$ cat src/rtl/rxs_pkg.sv
package rxs_pkg;

    // Start trigger selector codes; the numbering is the external encoding.
    localparam logic [3:0] SEL_CONT   = 4'h0;
    localparam logic [3:0] SEL_TXGO   = 4'h1;
    localparam logic [3:0] SEL_LVL_LO = 4'h2;
    localparam logic [3:0] SEL_LVL_HI = 4'h3;
    localparam logic [3:0] SEL_FALL   = 4'h4;
    localparam logic [3:0] SEL_RISE   = 4'h5;
    localparam logic [3:0] SEL_CHANGE = 4'h6;
    localparam logic [3:0] SEL_EDGE   = 4'h7;
    localparam logic [3:0] SEL_CMP0   = 4'h8;

    typedef enum logic [1:0] {
        GATE_FREE = 2'd0,
        GATE_LOW  = 2'd1,
        GATE_HIGH = 2'd2,
        GATE_RSVD = 2'd3
    } gate_mode_e;

    typedef enum logic [1:0] {
        ST_IDLE  = 2'd0,
        ST_DELAY = 2'd1,
        ST_RUN   = 2'd2
    } seq_state_e;

    // Events derived from the synchronized frame-sync line.
    typedef struct packed {
        logic level;
        logic rise;
        logic fall;
        logic toggle;
    } sync_evt_t;

    function automatic logic start_hit(
        input logic [3:0] sel,
        input sync_evt_t  ev,
        input logic       tx_go,
        input logic       cmp0
    );
        case (sel)
            SEL_CONT:   start_hit = 1'b1;
            SEL_TXGO:   start_hit = tx_go;
            SEL_LVL_LO: start_hit = ~ev.level;
            SEL_LVL_HI: start_hit = ev.level;
            SEL_FALL:   start_hit = ev.fall;
            SEL_RISE:   start_hit = ev.rise;
            SEL_CHANGE: start_hit = ev.toggle;
            SEL_EDGE:   start_hit = ev.toggle;
            SEL_CMP0:   start_hit = cmp0;
            default:    start_hit = 1'b0;
        endcase
    endfunction

    function automatic logic stop_hit(
        input logic [3:0] sel,
        input logic       on_cmp1,
        input logic       word_end,
        input logic       cmp1
    );
        if (sel == SEL_CONT)
            stop_hit = 1'b0;
        else if (sel == SEL_CMP0 && on_cmp1)
            stop_hit = cmp1;
        else
            stop_hit = word_end;
    endfunction

endpackage

$ cat src/rtl/rxs_sync_edge.sv
module rxs_sync_edge #(
    parameter int STAGES = 2
) (
    input  logic                clk,
    input  logic                rst,
    input  logic                din,
    output rxs_pkg::sync_evt_t  evt
);
    logic [STAGES-1:0] chain_q;
    logic              prev_q;

    always_ff @(posedge clk) begin
        if (rst) begin
            chain_q <= '0;
            prev_q  <= 1'b0;
        end else begin
            chain_q <= {chain_q[STAGES-2:0], din};
            prev_q  <= chain_q[STAGES-1];
        end
    end

    always_comb begin
        evt.level  = chain_q[STAGES-1];
        evt.rise   = chain_q[STAGES-1] & ~prev_q;
        evt.fall   = ~chain_q[STAGES-1] & prev_q;
        evt.toggle = chain_q[STAGES-1] ^ prev_q;
    end
endmodule

$ cat src/rtl/rxs_seq.sv
module rxs_seq #(
    parameter int DLY_W = 8
) (
    input  logic               clk,
    input  logic               rst,
    input  logic               en,
    input  logic [3:0]         start_sel,
    input  logic               stop_on_cmp1,
    input  logic [DLY_W-1:0]   start_dly,
    input  rxs_pkg::sync_evt_t evt,
    input  logic               tx_start,
    input  logic               cmp0_hit,
    input  logic               cmp1_hit,
    input  logic               word_done,
    output logic               rx_active
);
    import rxs_pkg::*;

    localparam logic [DLY_W-1:0] CNT_ONE = DLY_W'(1);

    seq_state_e       state_q, state_d;
    logic [DLY_W-1:0] cnt_q, cnt_d;
    logic             go_now, end_now;

    always_comb begin
        go_now  = start_hit(start_sel, evt, tx_start, cmp0_hit);
        end_now = stop_hit(start_sel, stop_on_cmp1, word_done, cmp1_hit);
    end

    always_comb begin
        state_d = state_q;
        cnt_d   = cnt_q;
        if (!en) begin
            state_d = ST_IDLE;
            cnt_d   = '0;
        end else begin
            case (state_q)
                ST_IDLE: begin
                    if (go_now) begin
                        if (start_dly == '0) begin
                            state_d = ST_RUN;
                        end else begin
                            state_d = ST_DELAY;
                            cnt_d   = start_dly;
                        end
                    end
                end
                ST_DELAY: begin
                    if (cnt_q <= CNT_ONE) begin
                        state_d = ST_RUN;
                        cnt_d   = '0;
                    end else begin
                        cnt_d = cnt_q - CNT_ONE;
                    end
                end
                ST_RUN: begin
                    if (end_now)
                        state_d = ST_IDLE;
                end
                default: begin
                    state_d = ST_IDLE;
                    cnt_d   = '0;
                end
            endcase
        end
    end

    always_ff @(posedge clk) begin
        if (rst) begin
            state_q <= ST_IDLE;
            cnt_q   <= '0;
        end else begin
            state_q <= state_d;
            cnt_q   <= cnt_d;
        end
    end

    assign rx_active = (state_q == ST_RUN);
endmodule

$ cat src/rtl/rxs_period_gen.sv
module rxs_period_gen #(
    parameter int PER_W = 8
) (
    input  logic             clk,
    input  logic             rst,
    input  logic [PER_W-1:0] period_div,
    output logic             period_pulse
);
    localparam int CNT_W = PER_W + 1;

    logic [PER_W-1:0] div_q;
    logic [CNT_W-1:0] cnt_q;
    logic [CNT_W-1:0] last_cnt;

    // 2*(N+1) clocks per frame: count 0 .. 2N+1.
    assign last_cnt = {div_q, 1'b1};

    always_ff @(posedge clk) begin
        if (rst) begin
            div_q <= '0;
            cnt_q <= '0;
        end else if (period_div != div_q) begin
            div_q <= period_div;
            cnt_q <= '0;
        end else if (div_q == '0 || cnt_q == last_cnt) begin
            cnt_q <= '0;
        end else begin
            cnt_q <= cnt_q + CNT_W'(1);
        end
    end

    assign period_pulse = (div_q != '0) && (cnt_q == last_cnt);
endmodule

$ cat src/rtl/rxs_clk_gate.sv
module rxs_clk_gate (
    input  logic [1:0] gate_sel,
    input  logic       sync_level,
    output logic       clk_en
);
    import rxs_pkg::*;

    always_comb begin
        case (gate_mode_e'(gate_sel))
            GATE_LOW:  clk_en = ~sync_level;
            GATE_HIGH: clk_en = sync_level;
            default:   clk_en = 1'b1;
        endcase
    end
endmodule

$ cat src/rtl/rxs_start_ctrl.sv
module rxs_start_ctrl #(
    parameter int DLY_W      = 8,
    parameter int PER_W      = 8,
    parameter int SYNC_STAGE = 2
) (
    input  logic             clk,
    input  logic             rst,
    input  logic             rx_en,
    input  logic [3:0]       start_sel,
    input  logic             stop_on_cmp1,
    input  logic [DLY_W-1:0] start_dly,
    input  logic [PER_W-1:0] period_div,
    input  logic [1:0]       gate_sel,
    input  logic             sync_in,
    input  logic             tx_start,
    input  logic             cmp0_hit,
    input  logic             cmp1_hit,
    input  logic             word_done,
    output logic             rx_active,
    output logic             clk_en,
    output logic             period_pulse
);
    import rxs_pkg::*;

    sync_evt_t sync_evt;

    rxs_sync_edge #(.STAGES(SYNC_STAGE)) u_sync (
        .clk (clk),
        .rst (rst),
        .din (sync_in),
        .evt (sync_evt)
    );

    rxs_seq #(.DLY_W(DLY_W)) u_seq (
        .clk          (clk),
        .rst          (rst),
        .en           (rx_en),
        .start_sel    (start_sel),
        .stop_on_cmp1 (stop_on_cmp1),
        .start_dly    (start_dly),
        .evt          (sync_evt),
        .tx_start     (tx_start),
        .cmp0_hit     (cmp0_hit),
        .cmp1_hit     (cmp1_hit),
        .word_done    (word_done),
        .rx_active    (rx_active)
    );

    rxs_period_gen #(.PER_W(PER_W)) u_period (
        .clk          (clk),
        .rst          (rst),
        .period_div   (period_div),
        .period_pulse (period_pulse)
    );

    rxs_clk_gate u_gate (
        .gate_sel   (gate_sel),
        .sync_level (sync_evt.level),
        .clk_en     (clk_en)
    );
endmodule

$ cat config.mk
export PLATFORM = sky130hd
export DESIGN_NAME = rxs_start_ctrl
export DESIGN_NICKNAME = d
export VERILOG_FILES = /design/src/rtl/rxs_pkg.sv /design/src/rtl/rxs_sync_edge.sv /design/src/rtl/rxs_seq.sv /design/src/rtl/rxs_period_gen.sv /design/src/rtl/rxs_clk_gate.sv /design/src/rtl/rxs_start_ctrl.sv
export SDC_FILE = /design/constraint.sdc
export NUM_CORES = 1
export LEC_CHECK = 0
export BUFFER_PORTS_ARGS = -buffer_cell sky130_fd_sc_hd__buf_2
export CAP_MARGIN = 20
export CORE_UTILIZATION = 25
export CTS_CLUSTER_SIZE = 12
export DETAILED_ROUTE_END_ITERATION = 10
export PLACE_DENSITY = 0.46
export SETUP_SLACK_MARGIN = 0.1
export SLEW_MARGIN = 30
export SYNTH_ARGS = -nofsm -noshare
export SYNTH_HDL_FRONTEND = slang
export SYNTH_SLANG_ARGS = --single-unit
$ cat constraint.sdc
create_clock -name clk -period 3.2 [get_ports clk]
set_clock_uncertainty 0.05 [all_clocks]
set_input_delay 0.64 -clock clk [delete_from_list [all_inputs] [get_ports clk]]
set_output_delay 0.64 -clock clk [all_outputs]
set_load 0.005 [all_outputs]
* After elaboration in Yosys (flattened, before gate mapping)
Index checks and enable logic that the tools add are counted.
** Word-level totals
- Bits in registers :: 30
- Logic and storage cells :: 60
** Operators by class
- Add/subtract/negate cells :: 2
- Magnitude comparators :: 1
- Eq/ne operators :: 18
- Multiplexer cells :: 13
- Bitwise gates (word level) :: 7
- Reduce and logical (&&, ||, !) cells :: 13
** Operators with widths (number)
- $mux W8 :: 3
- $pmux W8 S3 :: 1
- $eq A4 B3 Y1 const B :: 4
- $logic_not A8 Y1 :: 2
- $add A9 B1 Y9 const B :: 1
- $eq A9 B9 Y1 :: 1
- $eq A4 B2 Y1 const B :: 2
- $le A8 B1 Y1 const B :: 1
- $mux W2 :: 4
- $ne A8 B8 Y1 :: 1
- $pmux W1 S8 :: 1
- $reduce_bool A8 Y1 :: 1
- $sub A8 B1 Y8 const B :: 1
- $ne A2 B1 Y1 const B :: 3
- $pmux W2 S3 :: 1
- $reduce_and A3 Y1 :: 2
- $eq A2 B1 Y1 const B :: 2
- $eq A2 B2 Y1 const B :: 2
- $eq A4 B1 Y1 const B :: 1
- $eq A4 B4 Y1 const B :: 1
- $logic_not A4 Y1 :: 1
- $not A1 Y1 :: 4
- $reduce_or A2 Y1 :: 2
- $reduce_or A3 Y1 :: 1
- 8 further kinds :: 11

* Logic depth before layout (Yosys ltp)
Gate-level depths: netlist (run 1).
- Word-level depth :: 6
- Depth in mapped cells :: 8

* Cells and area by module
Synthesis (run 1) repeated with hierarchy kept, for this count alone.
** Second synthesis, totals
- Cells, all modules :: 204
- Area total of the unflattened synthesis :: 1784.2 um2
** Modules (own cells, without submodules)
- rxs_seq :: times used 1, cells an instance 108, area each 835.8 um2
- rxs_period_gen :: times used 1, cells an instance 78, area each 778.2 um2
- rxs_sync_edge :: times used 1, cells an instance 12, area each 122.6 um2
- rxs_clk_gate :: times used 1, cells an instance 6, area each 47.5 um2

* Worst setup path after synthesis (run 1)
No wires, ideal clock.
- Path kind :: input to register
- Start :: input port start_sel[0]
- End :: register u_seq.cnt_q[0]
- Library setup time :: 72 ps
- Data arrival time :: 1969 ps
- Setup slack :: 1109 ps
- Stages :: 6
- Buffers on the path :: 1
- Cells stage by stage :: mux2_2 > o2111a_1 > nor3_1 > o21bai_1 > buf_2 > mux2i_1
** On the way
- Word-level cells in the longest chain between the ends :: 5
- Elaborated cells between the ends (all ways) :: 13
** RTL lines
- start: declaration :: line rxs_start_ctrl.sv:9 : input logic [3:0] start_sel,
- $eq A4 B3 Y1 :: line rxs_pkg.sv:41 : case (sel)
- $reduce_or A2 Y1 (no line)
- $pmux W1 S8 * :: line rxs_pkg.sv:41
- $ne A2 B1 Y1 (no line) *
- $reduce_and A3 Y1 (no line) *
- end signal: assignment :: line rxs_seq.sv:74 : cnt_q <= cnt_d;
- end: declaration :: line rxs_seq.sv:22 : logic [DLY_W-1:0] cnt_q, cnt_d;
Every way passes the cells marked *; elsewhere a longest branch is shown, timed or not.
A chain may end at the register's enable or synchronous reset.

* Final worst setup path (run 1)
- Start :: register u_sync.chain_q[1]
- End :: register u_seq.cnt_q[0]
** On the way
- Word-level cells in the longest chain between the ends :: 5
- Elaborated cells between the ends (all ways) :: 7
** RTL lines
- start: declaration :: line rxs_sync_edge.sv:9 : logic [STAGES-1:0] chain_q;
- start signal: assignment :: line rxs_sync_edge.sv:17 : chain_q <= {chain_q[STAGES-2:0], din};
- $not A1 Y1 :: line rxs_pkg.sv:44, rxs_sync_edge.sv:25
- $and A1 B1 Y1 :: line rxs_sync_edge.sv:25 : evt.fall = ~chain_q[STAGES-1] & prev_q;
- $pmux W1 S8 * :: line rxs_pkg.sv:41
- $ne A2 B1 Y1 (no line) *
- $reduce_and A3 Y1 (no line) *
Marked as above.

==> results of run 1 <==
cell type report:
type                       instances  area, µm²  share of cell area (%)
sequential                        30        601                    28.6
clock inverter                     2       12.5                   0.597
multi-input combinational        153       1070                    51.1
timing repair buffer              33        165                    7.88
inverter                          12       45.0                    2.15
tap                               96        120                    5.73
clock buffer                       6       82.6                    3.94
final timing paths:
check                 endpoint  slack, ns
max             u_seq.cnt_q[0]       0.93
min reg2reg  u_sync.chain_q[1]       0.39
min          u_sync.chain_q[1]       0.39
max reg2reg     u_seq.cnt_q[0]       0.93
flip-flops by register name, indices dropped and copies added, names as in the netlist:
signal	count
u_period.cnt_q	9
u_period.div_q	8
u_seq.cnt_q	8
u_seq.state_q	2
u_sync.chain_q	2
u_sync.prev_q	1
cells in the mapped netlist, types with 3 or more instances:
library cell / n / area share (%)
xor2_1: 15 / 7.5
dfxtp_1: 30 / 34
nor2b_1: 15 / 5.4
nor2_1: 18 / 3.9
mux2i_1: 9 / 5.1
nand2_1: 15 / 3.2
nor3_1: 9 / 2.6
ha_1: 7 / 5.0
nand3_1: 5 / 1.4
nor4_1: 4 / 1.4
xnor2_1: 14 / 7.0
nor3b_1: 3 / 1.3
inv_1: 12 / 2.6
where the power goes:
group / switching, µW / internal, µW
registers: 16.9 / 386
logic: 63.6 / 70.9
clock network: 153 / 173
kinds of logic (layout without fill, tap and decap cells):
group / count (synthesis) / count (layout)
AOI/OAI and AO/OA: 19 / 19
buffers and inverters: 18 / 53
and+or+nand+nor: 88 / 88
xor gates and xnor gates: 29 / 29
DFF: 30 / 30
muxes: 10 / 10
adders and majority gates: 7 / 7
per-layer routing:
layer  wire (µm)  part of all wire (%)
met1        1800                    50
met2        1620                    45
met3         132                   3.7
met4          30                  0.84
met5           0                     0
per-stage QoR:
step	setup slack [ns]	total power [µW]	util, %	area (µm²)	std cells
2_1_floorplan	1.11	504	-	1750	201
3_3_place_gp	0.473	547	29.4	2000	324
3_5_place_dp	0.761	547	29.5	2000	324
4_1_cts	0.890	879	30.9	2100	332
5_1_grt	0.747	911	30.9	2100	332
6_report	0.927	862	30.9	2100	332
==> impl_metrics.yaml, run 1 <==
run_status:
  run_status: "finished, final reports clean"
synthesis:
  ys.flop_type: "dfxtp_1"
  seq_area_frac_synth_pct: 34.3
  async_flop_share_pct: 0
  ys_seq_elements: 30
  muxShareOfSynthArea_pct: 5.79
  synthCells: 201
  synth-simple-area-share_pct: 27.8
  synth_cell_types: 46
  synth_top_family_by_area: "simple AND/OR/NAND/NOR gates"
  synth_fa_ha_area_share_pct: 5.00
  synth_compound_area_share_pct: 7.86
  synth-edff-count: 0
  synth.cell_area_mm2: 0.00175
  syn_avg_cell_area_um2: 8.71
  synth_nets: 239
  synthXorXnorAreaFrac_pct: 14.5
  synth_warnings: 0
timing:
  rsz0062_at_grt: "no"
  hold_viol_final: 0
  period_share_pct: 71.0
  timing.setup.tns_ns: 0
  slew_viol_final: 0
  worst_pin_slew_ns: 0.599
  slew_headroom_pct: 60.0
  min_period_ns: 2.27
  finalSetupViolCount: 0
  timing.hold.ws_ns: 0.391
  fmax_mhz: 440
global_routing:
  top_usage_layer: "met2"
  met1_usage_pct: 12.3
  grt_remaining_overflow: 0
  grt_use_total_pct: 10.3
  met3_usage_pct: 3.66
  grt_pass1_vias: 1354
  grt_max_degree: 20
  grt_util_met2_pct: 17.6
  grt_first_pass_wirelength_mm: 6.01
  antenna_found_initial: 0
job:
  drv_cap: 0
die:
  dieArea_mm2: 0.00734
  die_y_um: 85.7
  start_util_pct: 25.8
  die_w_um: 85.7
  core_area_mm2: 0.00679
  rows: 30
  io_pins: 34
hold_path:
  hp-start: "u_sync.chain_q[0]"
  whs_path_depth: 1
  worstHoldPathType: "register to register"
placement:
  hpwlAfterDp_mm: 2.77
  portBuffers: 33
  gp_congestion: 0.711
setup_path:
  worst-path-stages: 7
  rr_startpoint: "u_sync.chain_q[1]"
  end_kind: "register"
  crit_fanout: 8
  worstPathRequired_ns: 3.36
  path_delay_family: "compound AO/OA/AOI/OAI gates"
  crit_buf_inv: 1
  startpoint: "u_sync.chain_q[1]"
  cp-start-kind: "register"
  max_stage_delay_ns: 0.42
  cp.arrival_ns: 2.43
  crit_type: "register to register"
  cp_slowest_cell: "dfxtp_1"
  crit_chain: "inv_1 > ha_1 > mux2_2 > o2111a_1 > nor3_1 > o21bai_2 > mux2i_1"
  rr_worst_depth: 7
drt:
  vias: 1423
  ant_nets: 0
  drt_iter0_drc: 23
  post-route-drc-count: 0
  dr.pass1.iters: 4
  finalWirelength_mm: 3.59
  routedWlPerCell_um: 10.8
  avgViaCountPerCell: 4.29
final_layout:
  layout-drive-gt1-share_pct: 22.5
  layout_commonest_cell: "buf_2"
  final_cell_mix: "buf_2, dfxtp_1, nor2_1"
  nFillCells: 748
  nets: 273
  diodes: 0
  area_growth_pct: 19.8
cts:
  htreeDepth: 2
  numCtsBuffers: 5
  clock_sinks: 30
  insertion_delay_ns: 0.28
  clk_pin_slew_worst_paths_ns: 0.07
  root_buffer: "clkbuf_8"
  cts_setup_buffers: 0
  clockBufferDepth: 2
  cts_tree: "done"
  cts_resized: 0
  cts_hold_buf: 0
pwr:
  p_per_area_mw_per_mm2: 411
  ir_drop_v: 0.000165
  total_leakage_power_uw: 0.000872
(Power assumes the default switching activity.)
==> inputs of run 2 (changes only) <==
==> constraint.sdc (replaced) <==
create_clock -name clk -period 2.1 [get_ports clk]
set_clock_uncertainty 0.05 [all_clocks]
set_input_delay 0.42 -clock clk [delete_from_list [all_inputs] [get_ports clk]]
set_output_delay 0.42 -clock clk [all_outputs]
set_load 0.005 [all_outputs]
==> run 2 against run 1 <==
  * Via count grew 1.9%
  * Highest routed layer unchanged
  * Count of clock-buffer cells in the layout grew 1
  * Clock power grew 46%
==> impl_metrics.yaml, run 2 (synthesis results as in run 1) <==
die:
  dieArea_mm2: 0.00734
  die_y_um: 85.7
  rows: 30
  core_area_mm2: 0.00679
  io_pins: 34
  die_w_um: 85.7
  start_util_pct: 25.8
pwr:
  p_comb_share_pct: 17.3
  power_frac_clock_pct: 36.4
  total_leakage_power_uw: 0.000913
  swShare_pct: 25.8
  p_seq_share_pct: 46.3
  p_per_area_mw_per_mm2: 604
  net-switching-power_uw: 337
  intPower_uw: 972
  ir_drop_v: 0.000267
setup_path:
  cp.arrival_ns: 2.06
  max_stage_delay_ns: 0.54
  crit_type: "register to register"
  ff2ff_setup_slack_ns: 0.16
  crit_buf_inv: 0
  cp_slowest_cell: "or4_4"
  end_kind: "register"
  crit_fanout: 5
  path_delay_family: "simple AND/OR/NAND/NOR gates"
  worstPathRequired_ns: 2.22
  cp-start-kind: "register"
  cp_common_cell: "or4_4"
  rr_startpoint: "u_seq.cnt_q[2]"
  rr_worst_depth: 5
  r2r_end: "u_seq.cnt_q[5]"
  crit_chain: "or4_4 > or4_4 > and2_4 > a32oi_1 > mux2i_1"
final_layout:
  diodes: 0
  final_cell_mix: "buf_2, dfxtp_1, nor2_1"
  postLayoutCellArea_mm2: 0.00217
  largest_reg_flops: 9
  largest_registers: "u_period.cnt_q x9, u_period.div_q x8, u_seq.cnt_q x8"
  nets: 281
  area_growth_pct: 23.8
  layout-drive-gt1-share_pct: 25.8
  layout_commonest_cell: "buf_2"
  regMostFlops: "u_period.cnt_q"
global_routing:
  grt_remaining_overflow: 0
  grt_use_total_pct: 10.7
  antenna_found_initial: 0
  grt_pass1_vias: 1391
  grt_max_degree: 19
  grt_util_met2_pct: 16.9
  top_usage_layer: "met2"
  met1_usage_pct: 14.0
  grt_first_pass_wirelength_mm: 6.19
  met3_usage_pct: 3.46
timing:
  finalWorstSetupSlack_ns: 0.161
  finalSetupViolCount: 0
  fmax_mhz: 516
  period_share_pct: 92.4
  min_period_ns: 1.94
  slew_headroom_pct: 63.2
  timing.setup.tns_ns: 0
  hold_viol_final: 0
  timing.hold.ws_ns: 0.301
  rsz0062_at_grt: "no"
  slew_viol_final: 0
  worst_pin_slew_ns: 0.551
cts:
  insertion_delay_ns: 0.28
  root_buffer: "clkbuf_8"
  htreeDepth: 2
  cts_hold_buf: 0
  cts_tree: "done"
  numCtsBuffers: 5
  clk_pin_slew_worst_paths_ns: 0.07
  clockBufferDepth: 2
  clock_sinks: 30
drt:
  ant_nets: 0
  dr.pass1.iters: 4
  routedWlPerCell_um: 10.4
  post-route-drc-count: 0
  drt_iter0_drc: 26
  finalWirelength_mm: 3.55
  vias: 1450
  avgViaCountPerCell: 4.26
placement:
  place_ws_ns: 0.0242
  hpwlAfterDp_mm: 2.83
  gp_congestion: 0.786
  portBuffers: 33
  place_area_mm2: 0.00206
hold_path:
  whs_path_depth: 2
  min_to: "u_sync.chain_q[0]"
  hp-start: "sync_in"
  worstHoldPathType: "input pin to register"
run_status:
  run_status: "finished, final reports clean"
job:
  drv_cap: 0
run 2: changes by cell type in the layout (fill, tap and decap cells not counted), sizes merged:
cell	previous run	this run
clkbuf	6	7
buf	33	41
clkinvlp	1	0
run 2: worst max-delay path by stage:
stage,from,end,slack (ns),depth (start not counted)
after floorplan,u_sync.chain_q[1],u_seq.cnt_q[0],0.10,8
after global placement,u_sync.chain_q[1],u_seq.cnt_q[4],0.004,8
after detailed placement,u_sync.chain_q[1],u_seq.cnt_q[5],0.02,8
after CTS,u_sync.chain_q[1],u_seq.cnt_q[4],0.15,8
after global routing,u_seq.cnt_q[4],u_seq.state_q[1],0.11,5
final,u_seq.cnt_q[2],u_seq.cnt_q[5],0.16,5
run 2: area by class of cell:
cell class	instances	area, µm²
Clock buffer	7	86.3
Clock inverter	1	5.00
Fill cell	754	4630
Inverter	12	45.0
Multi-Input combinational cell	153	1080
Sequential cell	30	604
Tap cell	96	120
Timing Repair Buffer	41	229
run 2: per-layer routing:
metal  share of wire (%)  wire [µm]
met1                  50       1780
met2                  45       1610
met3                 3.9        137
met4                0.76         27
met5                   0          0
run 2: power groups by stage:
stage | logic [µW] | registers (µW) | clock network (µW)
after floorplan | 153 | 616 | 0
after global placement | 227 | 620 | 0
after detailed placement | 226 | 620 | 0
after CTS | 229 | 607 | 501
after global routing | 255 | 609 | 524
final | 227 | 606 | 477
run 2: what timing repair did:
action | 4_1_cts | 5_1_grt
gates resized for setup | 2 | 4
pin swaps | 1 | 0
setup buffers | 0 | 0
endpoints found under the setup margin | 8 | 9
run 2: worst register-to-register path, cell delays in order (launching register included):
cell and delay, ns:
dfxtp_1 0.30, or4_4 0.54, or4_4 0.46, and2_4 0.19, a32oi_1 0.20, mux2i_1 0.09
run 2: per-stage QoR:
stage | cells | power [µW] | utilization [%]
2_1_floorplan | 201 | 769 | -
3_3_place_gp | 332 | 847 | 30.3
3_5_place_dp | 332 | 846 | 30.3
4_1_cts | 340 | 1340 | 31.7
5_1_grt | 340 | 1390 | 31.9
6_report | 340 | 1310 | 31.9
==> inputs of run 3 (changes only) <==
--- a/config.mk
+++ b/config.mk
@@ -15,4 +15,5 @@
 export SLEW_MARGIN = 30
 export SYNTH_ARGS = -nofsm -noshare
 export SYNTH_HDL_FRONTEND = slang
+export SYNTH_HIERARCHICAL = 1
 export SYNTH_SLANG_ARGS = --single-unit
==> run 3 against run 2 <==
  * Non-clock buffer count down 1
  * Count of clock-buffer cells in the layout unchanged
  * Largest power group unchanged
  * Via count is 5.9% higher
  * Critical path depth up 2
  * Global-route usage rose by 1.0 points
  * Register-to-register slack gained 0.06 ns
  * Critical path type unchanged
  * Combinational power up 5%
  * Routed wire length rose by 11%
  * Final cell count rose by 0.88%
  * Total power increased by 0.92%
  * Fmax increased by 3.1%
==> impl_metrics.yaml, run 3 <==
setup_path:
  cp.arrival_ns: 2.00
  ff2ff_setup_slack_ns: 0.22
  crit_type: "register to register"
  end_kind: "register"
  cp_slowest_cell: "dfxtp_2"
  r2r_end: "u_seq/cnt_q[4]"
  worstPathRequired_ns: 2.22
  crit_chain: "inv_1 > ha_1 > mux2_2 > o2111ai_1 > a32o_2 > a21oi_2 > o221a_2"
  rr_startpoint: "u_sync/chain_q[1]"
  crit_fanout: 7
  cp-start-kind: "register"
  max_stage_delay_ns: 0.39
  rr_worst_depth: 7
final_layout:
  layout_commonest_cell: "buf_2"
  final_cell_mix: "buf_2, dfxtp_1, nor2b_1, xor2_1, nand3_1"
  area_growth_pct: 23.1
  regMostFlops: "u_period/cnt_q"
  diodes: 0
  final_cell_count_no_fill: 343
  postLayoutCellArea_mm2: 0.00220
  largest_reg_flops: 9
  nFillCells: 731
  post-route-util_pct: 32.1
  layout-drive-gt1-share_pct: 27.9
  largest_registers: "u_period/cnt_q x9, u_period/div_q x8, u_seq/cnt_q x8"
  nets: 284
timing:
  hold_viol_final: 0
  fmax_mhz: 532
  slew_headroom_pct: 53.8
  slew_viol_final: 0
  worst_pin_slew_ns: 0.691
  rsz0062_at_grt: "no"
  finalSetupViolCount: 0
  timing.setup.tns_ns: 0
  period_share_pct: 89.6
  min_period_ns: 1.88
cts:
  insertion_delay_ns: 0.28
  numCtsBuffers: 5
  cts_resized: 0
  root_buffer: "clkbuf_8"
  htreeDepth: 2
  clock_sinks: 30
  clk_pin_slew_worst_paths_ns: 0.06
  cts_hold_buf: 0
  cts_tree: "done"
  cts_setup_buffers: 0
  clockBufferDepth: 2
placement:
  hpwlAfterDp_mm: 3.07
  dp_cells: 335
  gp_congestion: 0.774
  place_area_mm2: 0.00210
  portBuffers: 33
die:
  dieArea_mm2: 0.00748
  start_util_pct: 26.1
  die_w_um: 86.5
  io_pins: 34
  rows: 30
  die_y_um: 86.5
  core_area_mm2: 0.00683
synthesis:
  synthCells: 204
  synth-edff-count: 0
  synth_area_leaders: "dfxtp_1, xor2_1, nor2b_1"
  synth_nets: 242
  synth_cell_types: 52
  async_flop_share_pct: 0
  yosys.area.top_type_share_pct: 33.7
  synth.cell_area_mm2: 0.00178
  syn_avg_cell_area_um2: 8.75
  yosysTopAreaCell: "dfxtp_1"
  synthTopCellsByCount: "dfxtp_1, nor2b_1, xor2_1"
  synth_warnings: 6
  ys_seq_elements: 30
  seq_area_frac_synth_pct: 33.7
  ys.flop_type: "dfxtp_1"
  yosysMostFrequentCell: "dfxtp_1"
global_routing:
  grt_first_pass_wirelength_mm: 6.84
  grt_pass1_vias: 1501
  grt_use_total_pct: 11.7
  antenna_found_initial: 0
  grt_remaining_overflow: 0
  grt_max_degree: 14
hold_path:
  hp-start: "sync_in"
  whs_path_depth: 2
  min_to: "u_sync/chain_q[0]"
  worstHoldPathType: "input pin to register"
pwr:
  intPower_uw: 967
  total_leakage_power_uw: 0.000917
  net-switching-power_uw: 354
  power_frac_clock_pct: 35.8
  p_seq_share_pct: 46.1
  ir_drop_v: 0.000313
  power_uw: 1320
  p_comb_share_pct: 18.1
  p_per_area_mw_per_mm2: 602
  swShare_pct: 26.8
drt:
  routedWlPerCell_um: 11.5
  avgViaCountPerCell: 4.48
  vias: 1536
  post-route-drc-count: 0
  dr.pass1.iters: 4
  ant_nets: 0
  drt_iter0_drc: 32
  finalWirelength_mm: 3.95
run_status:
  run_status: "finished, final reports clean"
job:
  drv_cap: 0
==> run 3: cell types whose count changed in the layout (fill, tap and decap cells not counted), moves of 3 or more <==
cell / change
dfxtp_1: -6
dfxtp_2: +7
mux2i_1: -8
nand2_1: -5
nand3_1: +9
nor2_1: -8
nor3_1: +5
o21ai_0: +3
o21ai_2: +3
xnor2_1: -5
==> run 3: layout make-up <==
type                            count  area (µm²)  area share (%)
Tap cell                           96         120            5.47
Multi-Input combinational cell    157        1100            50.1
Timing Repair Buffer               40         230            10.5
Clock inverter                      1        5.00           0.228
Clock buffer                        7        86.3            3.93
Sequential cell                    30         609            27.7
Inverter                           12        45.0            2.05
==> run 3: kinds of logic (layout without fill, tap and decap cells) <==
kind of cell / Yosys count / in the layout / synth area share [%]
simple gates: 88 / 88 / 28.5
compound gates: 33 / 33 / 13.7
flops: 30 / 30 / 33.7
xor+xnor: 26 / 26 / 12.8
buf+inv: 17 / 60 / 4.70
fa+ha+maj: 7 / 7 / 4.91
mux: 3 / 3 / 1.82
==> run 3: critical path, delay by kind of cell (launching register included) <==
kind	cells	cell delay (ns)
buf+inv	1	0.06
compound gates	4	0.84
mux	1	0.25
flops	1	0.39
fa+ha+maj	1	0.18
==> run 3: worst max path at each step <==
stage | from | endpoint | slack (ns) | cells past startpoint
2_1_floorplan | u_sync/chain_q[1] | u_seq/cnt_q[2] | 0.34 | 7
3_3_place_gp | u_sync/chain_q[1] | u_seq/cnt_q[4] | 0.18 | 7
3_5_place_dp | start_sel[0] | u_seq/cnt_q[7] | 0.12 | 6
4_1_cts | u_sync/chain_q[1] | u_seq/cnt_q[4] | 0.12 | 7
5_1_grt | u_sync/chain_q[1] | u_seq/cnt_q[6] | 0.10 | 8
6_report | u_sync/chain_q[1] | u_seq/cnt_q[4] | 0.22 | 7
==> run 3: metrics by stage <==
| step | hold WS [ns] | setup slack [ns] |
|---|---|---|
| after floorplan | 0.364 | 0.343 |
| after global placement | 0.368 | 0.181 |
| after detailed placement | 0.376 | 0.124 |
| after CTS | 0.307 | 0.118 |
| after global routing | 0.306 | 0.105 |
| final | 0.305 | 0.219 |
==> run 3: per-layer routing <==
layer	vias to the layer above	GRT usage, %	share of wire, %
li1	807	-	-
met1	690	14.6	48
met2	33	19.3	46
met3	6	2.38	3.7
met4	0	5.45	2.0
met5	-	0	0
==> run 3: power by group through the flow <==
stage / Combinational [µW] / Sequential [µW] / Clock [µW]
global placement: 241 / 622 / 0
global route: 269 / 612 / 521
detailed placement: 239 / 622 / 0
CTS: 240 / 609 / 492
finish: 239 / 609 / 473
floorplan: 161 / 615 / 0
